**src/rtl/sdcmd_pkg.sv**
```systemverilog
package sdcmd_pkg;

    localparam int FRAME_BITS = 48;
    localparam int SHORT_BITS = 48;
    localparam int LONG_BITS  = 136;
    localparam int RESP_W     = 128;
    localparam int IRQ_W      = 16;
    localparam int CRC_FLOOR  = 8;

    // command word bit positions
    localparam int CW_RESP    = 6;
    localparam int CW_LONG    = 7;
    localparam int CW_CRCCHK  = 8;
    localparam int CW_WAITDAT = 13;
    localparam int CW_STOP    = 14;
    localparam int CW_INIT    = 15;
    localparam int CW_GO      = 31;

    // raw interrupt bit positions
    localparam int IRQ_RESPERR = 1;
    localparam int IRQ_DONE    = 2;
    localparam int IRQ_RCRC    = 6;
    localparam int IRQ_RTO     = 8;

    typedef struct packed {
        logic       go;
        logic       init;
        logic       stop;
        logic       waitdat;
        logic       crcchk;
        logic       longr;
        logic       resp;
        logic [5:0] idx;
    } cmd_ctl_t;

    typedef struct packed {
        logic timed_out;
        logic crc_match;
        logic end_ok;
    } rx_result_t;

    typedef enum logic [1:0] {ST_IDLE, ST_HOLD, ST_SEND, ST_RESP} eng_state_t;
    typedef enum logic [1:0] {TX_IDLE, TX_INIT, TX_FRAME} tx_state_t;
    typedef enum logic [1:0] {RX_IDLE, RX_WAIT, RX_SHIFT} rx_state_t;

    function automatic cmd_ctl_t decode_cmd(input logic [31:0] w);
        cmd_ctl_t c;
        c.go      = w[CW_GO];
        c.init    = w[CW_INIT];
        c.stop    = w[CW_STOP];
        c.waitdat = w[CW_WAITDAT];
        c.crcchk  = w[CW_CRCCHK];
        c.longr   = w[CW_LONG];
        c.resp    = w[CW_RESP];
        c.idx     = w[5:0];
        return c;
    endfunction

    // serial CRC7 update, polynomial x^7 + x^3 + 1
    function automatic logic [6:0] crc7_step(input logic [6:0] c, input logic b);
        logic fb;
        fb = b ^ c[6];
        return {c[5:0], 1'b0} ^ (fb ? 7'h09 : 7'h00);
    endfunction

    function automatic logic [FRAME_BITS-1:0] build_frame(input logic [5:0] idx,
                                                          input logic [31:0] arg);
        logic [39:0] body;
        logic [6:0]  c;
        body = {2'b01, idx, arg};
        c    = '0;
        for (int i = 39; i >= 0; i--) begin
            c = crc7_step(c, body[i]);
        end
        return {body, c, 1'b1};
    endfunction

endpackage

```
**src/rtl/sdcmd_tx.sv**
```systemverilog
module sdcmd_tx
    import sdcmd_pkg::*;
#(
    parameter int INIT_TICKS = 80
) (
    input  logic                  clk,
    input  logic                  rst,
    input  logic                  tick,
    input  logic                  launch,
    input  logic                  with_init,
    input  logic [FRAME_BITS-1:0] frame,
    output logic                  line_out,
    output logic                  line_oe,
    output logic                  released
);

    localparam int ICW = $clog2(INIT_TICKS + 1);
    localparam int BCW = $clog2(FRAME_BITS + 1);
    localparam logic [ICW-1:0] INIT_LAST = ICW'(INIT_TICKS - 1);
    localparam logic [BCW-1:0] BIT_END   = BCW'(FRAME_BITS);

    tx_state_t             st;
    logic [ICW-1:0]        icnt;
    logic [BCW-1:0]        bcnt;
    logic [FRAME_BITS-1:0] sh;

    assign released = tick && (st == TX_FRAME) && (bcnt == BIT_END);

    always_ff @(posedge clk) begin
        if (rst) begin
            st       <= TX_IDLE;
            icnt     <= '0;
            bcnt     <= '0;
            sh       <= '0;
            line_out <= 1'b1;
            line_oe  <= 1'b0;
        end else begin
            case (st)
                TX_IDLE: begin
                    if (launch) begin
                        sh   <= frame;
                        icnt <= '0;
                        bcnt <= '0;
                        st   <= with_init ? TX_INIT : TX_FRAME;
                    end
                end
                TX_INIT: begin
                    if (tick) begin
                        line_oe  <= 1'b1;
                        line_out <= 1'b1;
                        if (icnt == INIT_LAST) st <= TX_FRAME;
                        else                   icnt <= icnt + 1'b1;
                    end
                end
                TX_FRAME: begin
                    if (tick) begin
                        if (bcnt == BIT_END) begin
                            line_oe  <= 1'b0;
                            line_out <= 1'b1;
                            st       <= TX_IDLE;
                        end else begin
                            line_oe  <= 1'b1;
                            line_out <= sh[FRAME_BITS-1];
                            sh       <= {sh[FRAME_BITS-2:0], 1'b0};
                            bcnt     <= bcnt + 1'b1;
                        end
                    end
                end
                default: st <= TX_IDLE;
            endcase
        end
    end

    // the line only moves on a card-clock enable
    p_line_on_tick_r3: assert property (@(posedge clk) disable iff (rst)
        !tick |=> $stable({line_oe, line_out}));

endmodule

```
**src/rtl/sdcmd_rx.sv**
```systemverilog
module sdcmd_rx
    import sdcmd_pkg::*;
#(
    parameter int TMO_TICKS = 64
) (
    input  logic                 clk,
    input  logic                 rst,
    input  logic                 tick,
    input  logic                 arm,
    input  logic                 long_sel,
    input  logic                 line_in,
    output logic                 done,
    output rx_result_t           result,
    output logic [LONG_BITS-1:0] bits
);

    localparam int CW = $clog2(LONG_BITS + 1);
    localparam int WW = $clog2(TMO_TICKS + 1);
    localparam logic [CW-1:0] LEN_S     = CW'(SHORT_BITS);
    localparam logic [CW-1:0] LEN_L     = CW'(LONG_BITS);
    localparam logic [CW-1:0] TOP_S     = CW'(SHORT_BITS - 1);
    localparam logic [CW-1:0] TOP_L     = CW'(RESP_W - 1);
    localparam logic [CW-1:0] CRC_LOW   = CW'(CRC_FLOOR);
    localparam logic [WW-1:0] WAIT_LAST = WW'(TMO_TICKS - 1);

    rx_state_t      st;
    logic           long_q;
    logic [CW-1:0]  cnt;
    logic [WW-1:0]  wcnt;
    logic [6:0]     crc;
    logic [CW-1:0]  len;
    logic [CW-1:0]  pos;
    logic [CW-1:0]  crc_top;
    logic           incl;
    logic           last;
    logic [6:0]     crc_nx;

    always_comb begin
        len     = long_q ? LEN_L : LEN_S;
        crc_top = long_q ? TOP_L : TOP_S;
        pos     = len - 1'b1 - cnt;
        incl    = (pos >= CRC_LOW) && (pos <= crc_top);
        last    = (cnt == len - 1'b1);
        crc_nx  = incl ? crc7_step(crc, line_in) : crc;
    end

    always_ff @(posedge clk) begin
        if (rst) begin
            st     <= RX_IDLE;
            long_q <= 1'b0;
            cnt    <= '0;
            wcnt   <= '0;
            crc    <= '0;
            bits   <= '0;
            done   <= 1'b0;
            result <= '0;
        end else begin
            done <= 1'b0;
            case (st)
                RX_IDLE: begin
                    if (arm) begin
                        st     <= RX_WAIT;
                        long_q <= long_sel;
                        cnt    <= '0;
                        wcnt   <= '0;
                        crc    <= '0;
                    end
                end
                RX_WAIT: begin
                    if (tick) begin
                        if (!line_in) begin
                            bits <= {bits[LONG_BITS-2:0], line_in};
                            crc  <= crc_nx;
                            cnt  <= cnt + 1'b1;
                            st   <= RX_SHIFT;
                        end else if (wcnt == WAIT_LAST) begin
                            done             <= 1'b1;
                            result.timed_out <= 1'b1;
                            result.crc_match <= 1'b0;
                            result.end_ok    <= 1'b0;
                            st               <= RX_IDLE;
                        end else begin
                            wcnt <= wcnt + 1'b1;
                        end
                    end
                end
                RX_SHIFT: begin
                    if (tick) begin
                        bits <= {bits[LONG_BITS-2:0], line_in};
                        crc  <= crc_nx;
                        cnt  <= cnt + 1'b1;
                        if (last) begin
                            done             <= 1'b1;
                            result.timed_out <= 1'b0;
                            result.crc_match <= (crc == bits[6:0]);
                            result.end_ok    <= line_in;
                            st               <= RX_IDLE;
                        end
                    end
                end
                default: st <= RX_IDLE;
            endcase
        end
    end

    // a reply ends with a single completion pulse
    p_done_pulse_r6: assert property (@(posedge clk) disable iff (rst)
        done |=> !done);

endmodule

```
**src/rtl/sdcmd_engine.sv**
```systemverilog
module sdcmd_engine
    import sdcmd_pkg::*;
#(
    parameter int INIT_TICKS = 80,
    parameter int TMO_TICKS  = 64
) (
    input  logic               clk,
    input  logic               rst,
    input  logic               cclk_en,
    input  logic               cmd_wr,
    input  logic [31:0]        cmd_word,
    input  logic [31:0]        cmd_arg,
    input  logic               dat_busy,
    input  logic [IRQ_W-1:0]   irq_clr,
    input  logic               cmd_in,
    output logic               cmd_out,
    output logic               cmd_oe,
    output logic               cmd_go,
    output logic [IRQ_W-1:0]   irq_raw,
    output logic [RESP_W-1:0]  resp_words
);

    eng_state_t            state;
    logic [31:0]           cw_q;
    logic [31:0]           arg_q;
    cmd_ctl_t              ctl;
    logic [FRAME_BITS-1:0] frame;
    logic                  accept;
    logic                  hold_ok;
    logic                  tx_launch;
    logic                  tx_released;
    logic                  rx_arm;
    logic                  rx_done;
    rx_result_t            rx_res;
    logic [LONG_BITS-1:0]  rx_bits;
    logic                  finish_now;
    logic                  reply_end;
    logic [IRQ_W-1:0]      irq_set;

    always_comb begin
        ctl        = decode_cmd(cw_q);
        frame      = build_frame(ctl.idx, arg_q);
        accept     = (state == ST_IDLE) && cmd_wr && cmd_word[CW_GO];
        hold_ok    = !(ctl.waitdat && !ctl.stop && dat_busy);
        tx_launch  = (state == ST_HOLD) && hold_ok;
        rx_arm     = (state == ST_SEND) && tx_released && ctl.resp;
        reply_end  = (state == ST_RESP) && rx_done;
        finish_now = ((state == ST_SEND) && tx_released && !ctl.resp) || reply_end;
        irq_set    = '0;
        irq_set[IRQ_DONE] = finish_now;
        if (reply_end) begin
            irq_set[IRQ_RTO]     = rx_res.timed_out;
            irq_set[IRQ_RCRC]    = !rx_res.timed_out && ctl.crcchk && !rx_res.crc_match;
            irq_set[IRQ_RESPERR] = !rx_res.timed_out && !rx_res.end_ok;
        end
    end

    sdcmd_tx #(.INIT_TICKS(INIT_TICKS)) u_tx (
        .clk       (clk),
        .rst       (rst),
        .tick      (cclk_en),
        .launch    (tx_launch),
        .with_init (ctl.init),
        .frame     (frame),
        .line_out  (cmd_out),
        .line_oe   (cmd_oe),
        .released  (tx_released)
    );

    sdcmd_rx #(.TMO_TICKS(TMO_TICKS)) u_rx (
        .clk      (clk),
        .rst      (rst),
        .tick     (cclk_en),
        .arm      (rx_arm),
        .long_sel (ctl.longr),
        .line_in  (cmd_in),
        .done     (rx_done),
        .result   (rx_res),
        .bits     (rx_bits)
    );

    always_ff @(posedge clk) begin
        if (rst) begin
            state      <= ST_IDLE;
            cw_q       <= '0;
            arg_q      <= '0;
            cmd_go     <= 1'b0;
            irq_raw    <= '0;
            resp_words <= '0;
        end else begin
            irq_raw <= (irq_raw & ~irq_clr) | irq_set;
            case (state)
                ST_IDLE: begin
                    if (accept) begin
                        cw_q   <= cmd_word;
                        arg_q  <= cmd_arg;
                        cmd_go <= 1'b1;
                        state  <= ST_HOLD;
                    end
                end
                ST_HOLD: begin
                    if (hold_ok) state <= ST_SEND;
                end
                ST_SEND: begin
                    if (tx_released) begin
                        if (ctl.resp) begin
                            state <= ST_RESP;
                        end else begin
                            cmd_go <= 1'b0;
                            state  <= ST_IDLE;
                        end
                    end
                end
                ST_RESP: begin
                    if (rx_done) begin
                        cmd_go <= 1'b0;
                        state  <= ST_IDLE;
                        if (!rx_res.timed_out) begin
                            if (ctl.longr) resp_words <= rx_bits[RESP_W-1:0];
                            else           resp_words[31:0] <= rx_bits[39:8];
                        end
                    end
                end
                default: state <= ST_IDLE;
            endcase
        end
    end

    // the line is only driven while a command is in flight
    p_drive_needs_go_r1: assert property (@(posedge clk) disable iff (rst)
        cmd_oe |-> cmd_go);

    // a held command keeps the line released
    p_hold_quiet_r5: assert property (@(posedge clk) disable iff (rst)
        (state == ST_HOLD && dat_busy && ctl.waitdat && !ctl.stop) |=> !cmd_oe);

    // a timeout is always reported together with completion
    p_rto_with_done_r7: assert property (@(posedge clk) disable iff (rst)
        $rose(irq_raw[IRQ_RTO]) |-> irq_raw[IRQ_DONE]);

    // the go bit falls only as completion is posted
    p_go_fall_done_r10: assert property (@(posedge clk) disable iff (rst)
        $fell(cmd_go) |-> irq_raw[IRQ_DONE]);

endmodule

```
**config.mk**
```make
export PLATFORM = sky130hd
export DESIGN_NAME = sdcmd_engine
export DESIGN_NICKNAME = d
export VERILOG_FILES = /design/src/rtl/sdcmd_pkg.sv /design/src/rtl/sdcmd_tx.sv /design/src/rtl/sdcmd_rx.sv /design/src/rtl/sdcmd_engine.sv
export SDC_FILE = /design/constraint.sdc
export NUM_CORES = 1
export LEC_CHECK = 0
export BUFFER_PORTS_ARGS = -buffer_cell sky130_fd_sc_hd__buf_2
export CORE_ASPECT_RATIO = 1.5
export CORE_MARGIN = 2
export CORE_UTILIZATION = 30
export DETAILED_ROUTE_END_ITERATION = 8
export PLACE_DENSITY = 0.5
export SLEW_MARGIN = 20
export SYNTH_ARGS = -nofsm -noshare
export SYNTH_HDL_FRONTEND = slang
export SYNTH_HIERARCHICAL = 1
export SYNTH_SLANG_ARGS = --single-unit
```
**constraint.sdc**
```tcl
create_clock -name clk -period 4.49 [get_ports clk]
set_input_delay 0 -clock clk [delete_from_list [all_inputs] [get_ports clk]]
set_output_delay 0 -clock clk [all_outputs]
set_load 0.01 [all_outputs]
```
Word level (Yosys, flattened, before mapping):

Cells that the tools add are included.

* register bits after elaboration: 417
* latch bits: 0
* bits in writable memories: 0
* bits in read-only memories: 0
* input bits: 86
* memories: 0

* add/sub/neg operators: 6
* multiply operators: 0
* divide/modulo/power cells: 0
* $lt $le $gt $ge: 2
* equal/unequal tests: 33
* shift-type cells: 0
* mux-type cells: 120
* bitwise operators: 81
* reduce and logical (&&, ||, !) cells: 47

Operators with widths (number)
* two-way mux 128 bit: 3
* case mux 128 bit (2 select lines): 1
* bitwise XOR 7 x 4 -> 7 bit: 36
* two-way mux 4 bit: 39
* two-way mux 48 bit: 3
* case mux 48 bit (2 select lines): 1
* two-way mux 7 bit: 12
* two-way mux 8 bit: 5
* bitwise XOR 1 bit: 36
* two-way mux 2 bit: 17
* two-way mux 32 bit: 1
* inequality test 2 bit (second input constant): 16
* case mux 7 bit (2 select lines): 2
* AND reduction 5 bit: 5
* case mux 8 bit (3 select lines): 1
* case mux 7 bit (3 select lines): 1
* AND reduction 4 bit: 5
* two-way mux 6 bit: 3
* two-way mux 1 bit: 17
* bitwise AND 16 bit: 1
* inverter 16 bit: 1
* OR 16 x 9 -> 16 bit: 1
* logical AND 1 bit: 15
* two-way mux 3 bit: 5
* other kinds (35): 62

Depth between registers and ports, before layout:

* depth after elaboration: 111
* mapped depth: 13
* mapped depth without buffers: 13

Modules after synthesis:

The synthesis kept the hierarchy.

Modules (own cells, without submodules)
* sdcmd_engine: instances 1, cells each 881, area an instance 7566.0 µm²
* sdcmd_rx: instances 1, cells each 797, area an instance 6373.6 µm²
* sdcmd_tx: instances 1, cells each 338, area an instance 3195.6 µm²

Worst setup path before layout:

Ideal clock, no wire load.

* path kind: register to register
* start: reg arg_q[28]
* end: reg u_tx.sh[4]
* setup time: 0.086 ns
* arrival: 2.457 ns
* setup slack: 1.947 ns
* stages on the path, launching flop included: 8
* buffers on the path: 0
* cell sequence: dfxtp_1 -> xnor3_2 -> xnor3_2 -> xnor2_2 -> xnor3_2 -> xnor3_1 -> mux2i_1 -> a211oi_1

* word-level cells in the longest chain between the ends: 47

Ends and longest elaborated chain
* start, declared: line sdcmd_engine.sv:25 `logic [31:0] arg_q;`
* start signal, assigned: line sdcmd_engine.sv:96 `arg_q <= cmd_arg;`
* bitwise XOR 1 bit (*): line sdcmd_pkg.sv:62 `fb = b ^ c[6];`
* two-way mux 4 bit (*): line sdcmd_pkg.sv:63 `return {c[5:0], 1'b0} ^ (fb ? 7'h09 : 7'h00);`
* bitwise XOR 7 x 4 -> 7 bit (*) (4 in a row): line sdcmd_pkg.sv:63
* bitwise XOR 1 bit: line sdcmd_pkg.sv:62
* two-way mux 4 bit: line sdcmd_pkg.sv:63
* bitwise XOR 7 x 4 -> 7 bit (*) (4 in a row): line sdcmd_pkg.sv:63
* bitwise XOR 1 bit: line sdcmd_pkg.sv:62
* two-way mux 4 bit: line sdcmd_pkg.sv:63
* [23 not listed]
* two-way mux 4 bit: line sdcmd_pkg.sv:63
* bitwise XOR 7 x 4 -> 7 bit (*) (4 in a row): line sdcmd_pkg.sv:63
* bitwise XOR 1 bit: line sdcmd_pkg.sv:62
* two-way mux 4 bit: line sdcmd_pkg.sv:63
* bitwise XOR 7 x 4 -> 7 bit (*): line sdcmd_pkg.sv:63
* named net frame[4]: line sdcmd_engine.sv:27 `logic [FRAME_BITS-1:0] frame;`
* two-way mux 48 bit (*): line sdcmd_tx.sv:40 `if (launch) begin`
* case mux 48 bit (2 select lines) (*): line sdcmd_tx.sv:38 `case (st)`
* end signal, assigned: line sdcmd_tx.sv:41 `sh <= frame;`
* end signal, assigned: line sdcmd_tx.sv:64 `sh <= {sh[FRAME_BITS-2:0], 1'b0};`
* end, declared: line sdcmd_tx.sv:25 `logic [FRAME_BITS-1:0] sh;`

Mark *: on every way through the listed nets, which the timed path passes. The rest lies on a longest branch. The select of a mux whose other input is x is not followed.
A chain may end at the register's enable or synchronous reset.

Worst setup path after layout:

* start: reg u_tx.bcnt[0]
* end: reg u_rx.crc[0]

* word-level cells in the longest chain between the ends: 6

Ends and longest elaborated chain
* start, declared: line sdcmd_tx.sv:24 `logic [BCW-1:0] bcnt;`
* start signal, assigned: line sdcmd_tx.sv:65 `bcnt <= bcnt + 1'b1;`
* == test 6 bit: line sdcmd_tx.sv:27 `assign released = tick && (st == TX_FRAME) && (bcnt == BIT_END);`
* logical AND 1 bit: line sdcmd_tx.sv:27
* named net tx_released: line sdcmd_engine.sv:31 `logic tx_released;`
* logical AND 1 bit (2 in a row): line sdcmd_engine.sv:46 `rx_arm = (state == ST_SEND) && tx_released && ctl.resp;`
* named net rx_arm: line sdcmd_engine.sv:32 `logic rx_arm;`
* inequality test 2 bit (no source line)
* AND reduction 5 bit (no source line)
* end signal, assigned: line sdcmd_rx.sv:73 `crc <= crc_nx;`
* end signal, assigned: line sdcmd_rx.sv:90 `crc <= crc_nx;`
* end, declared: line sdcmd_rx.sv:30 `logic [6:0] crc;`

The timed path passes the listed nets, and every way through them passes these cells.

==> results.sh <==
export IMPL_synthToLayoutAreaGrowth_pct=23.5
export IMPL_cts_root_buffer_cell="clkbuf_16"
export IMPL_tritoncts_clock_tree="yes"
export IMPL_route_detailed_drc=0
export IMPL_leakage_uw=0.00786
export IMPL_power_density_cell_area_mw_per_mm2=430
export IMPL_worst_endpoint_required_ns=4.97
export IMPL_num_fill_cells=5747
export IMPL_tightest_slew_ns=1.03
export IMPL_fp_dieW_microns=198
export IMPL_place_inst=2773
export IMPL_layout_cells_non_filler=2939
export IMPL_route_detailed_wl_per_inst_microns=15.2
export IMPL_diodes=0
export IMPL_die_y_microns=294
export IMPL_multiInputGateArea_sq_mm=0.00801
export IMPL_clock_tree_buffer_depth=3
export IMPL_min_delay_path_class="in2reg"
export IMPL_fp_coreArea_sq_mm=0.0557
export IMPL_final_seq_area_sq_mm=0.00827
export IMPL_final_hold_worst_slack_ns=0.110
export IMPL_totalNegativeSetupSlack_ns=0
export IMPL_share_clk_of_total_power=0.420
export IMPL_clock_latency_reported_for_the_late_side_of_the_worst_skew_pair_ns=0.57
export IMPL_place_ws_ns=1.48
export IMPL_crit_arrival_ns=3.50
export IMPL_intPower_uw=6720
export IMPL_grt_start_max_net_pins=189
export IMPL_number_of_global_route_vias_before_repair=14200
export IMPL_fp_dieArea_sq_mm=0.0582
export IMPL_fraction_of_the_cycle_the_final_worst_path_needs=0.672
export IMPL_final_common_cell="nand2_1"
export IMPL_warnings_synthesis=6
export IMPL_final_max_slew_violation_count=0
export IMPL_port_buffer_count=213
export IMPL_post_synth_inst_count=1984
export IMPL_path_max_fanout=7
export IMPL_syn_area_sq_mm=0.0169
export IMPL_power_net_switching_uw=2240
export IMPL_cts_inserted_buffers=43
export IMPL_syn_area_per_cell_sq_um=8.51
export IMPL_top_layer_used="met4"
export IMPL_io_pin_count=233
export IMPL_grt_first_pass_wirelength_mm=72.4
export IMPL_clkSinkCount=413
export IMPL_setup_ws_ns=1.47
export IMPL_htree_levels=2
export IMPL_finClkSkew_ns=0.0225
export IMPL_route_met3_wl_mm=2.24
export IMPL_power_switching_fraction=0.250
export IMPL_cap_viol_max_count=0
export IMPL_finalHoldViolations=0
export IMPL_cts_setup_buffers=0
export IMPL_unrepaired_setup_endpoints_after_global_routing="no"
export IMPL_clock_fmax_mhz=331
export IMPL_number_of_vias_per_cell_after_detailed_routing=4.82
export IMPL_antenna_found_initial=1
export IMPL_drt_antenna_violating_nets=0
export IMPL_proportion_of_power_drawn_by_combinational_gates=0.146
export IMPL_wirelength_met1_mm=18.8
export IMPL_hpwlAfterDp_mm=28.4
export IMPL_path_class="reg2reg"
export IMPL_setup_worst_path_start_class="flop"
export IMPL_irDropWorstVdd_v=0.000253
export IMPL_postCtsResizedCells=0
export IMPL_gr_total_overflow=0
export IMPL_p_seq_frac=0.434
export IMPL_detailedRoute_firstIterationViolations=630
export IMPL_clkTransAtPathRegs_ns=0.06
export IMPL_detail_route_wirelength_mm=44.8
export IMPL_timing_final_setup_violations=0
export IMPL_effective_utilization_at_floorplan=0.303
export IMPL_detail_route_first_pass_iterations=5
export IMPL_period_needed_ns=3.02
export IMPL_timing_critical_path_to_type="flop"
export IMPL_mostFrequentLayoutCells="577 x nand2_1, 412 x dfxtp_1, 283 x a21oi_1"
export IMPL_status="finished clean"
export IMPL_gr_usage_all_layers=0.152
export IMPL_gp_routability_congestion=0.769
export IMPL_met2_wirelength_mm=22.5
export IMPL_slew_headroom=0.314
export IMPL_vias=14200
export IMPL_fp_row_count=106
export IMPL_design_final_nets=2304
export IMPL_layout_drive_gt1_share=0.151
worst paths after layout:
check / startpoint / end / slack [ns] / cells past startpoint
worst max-delay path: u_tx/bcnt[0] / u_rx/crc[0] / 1.47 / 13
worst min-delay path: cmd_word[31] / arg_q[1] / 0.11 / 5
worst max register to register: u_tx/bcnt[0] / u_rx/crc[0] / 1.47 / 13
worst min register to register: resp_words[48] / resp_words[48] / 0.45 / 2
per-layer routing:
| layer | up-vias | GRT usage |
|---|---|---|
| li1 | 7131 | - |
| met1 | 6725 | 0.168 |
| met2 | 236 | 0.282 |
| met3 | 69 | 0.0343 |
| met4 | 0 | 0.0510 |
| met5 | - | 0 |
power by group through the flow:
stage	Clock [uW]	Sequential, uW	Combinational, uW
CTS	3910	3890	1330
finish	3760	3890	1310
floorplan	0	3930	1060
detailed placement	0	3970	1270
global placement	0	3970	1260
global route	4040	3900	1440
layout make-up:
cell class              instances  area share
flip-flops and latches        413       0.397
multi-input cells            1409       0.384
repair buffers                316       0.102
clock buffers                  61      0.0602
well taps                     702      0.0422
clock inverters                17      0.0109
inverters                      21     0.00378
critical path: stages, from the launching register on:
cell	delay, ns
dfxtp_1	0.32
inv_1	0.08
ha_1	0.15
and4bb_2	0.30
nand2_1	0.11
nor2_1	0.17
nand2b_1	0.09
nor2_1	0.26
nand2b_1	0.28
o21a_2	0.22
o21a_1	0.20
o21ai_2	0.09
nor3_4	0.42
mux2i_1	0.24
registers in the layout (all words and copies together) (netlist names), 2 cells and up:
signal / flops
u_rx/result: 3
state: 2
resp_words: 128
u_rx/cnt: 8
u_tx/bcnt: 6
arg_q: 32
u_tx/st: 2
irq_raw: 16
u_tx/sh: 48
u_rx/wcnt: 7
u_rx/st: 2
u_rx/bits: 128
u_tx/icnt: 7
u_rx/crc: 7
cw_q: 12
per-stage QoR:
stage	total power, uW	instance area [sq um]	util
after floorplan	4990	16900	-
after detailed placement	5240	18500	0.331
final	8970	20800	0.374
after global placement	5230	18500	0.331
after CTS	9120	20800	0.374
after global routing	9370	20800	0.374
timing repair:
item | in CTS | in global routing
endpoints found under the hold margin | 114 | 0
endpoints found under the setup margin | 0 | 0
hold buffers | 88 | 0
(Power assumes the default switching activity.)
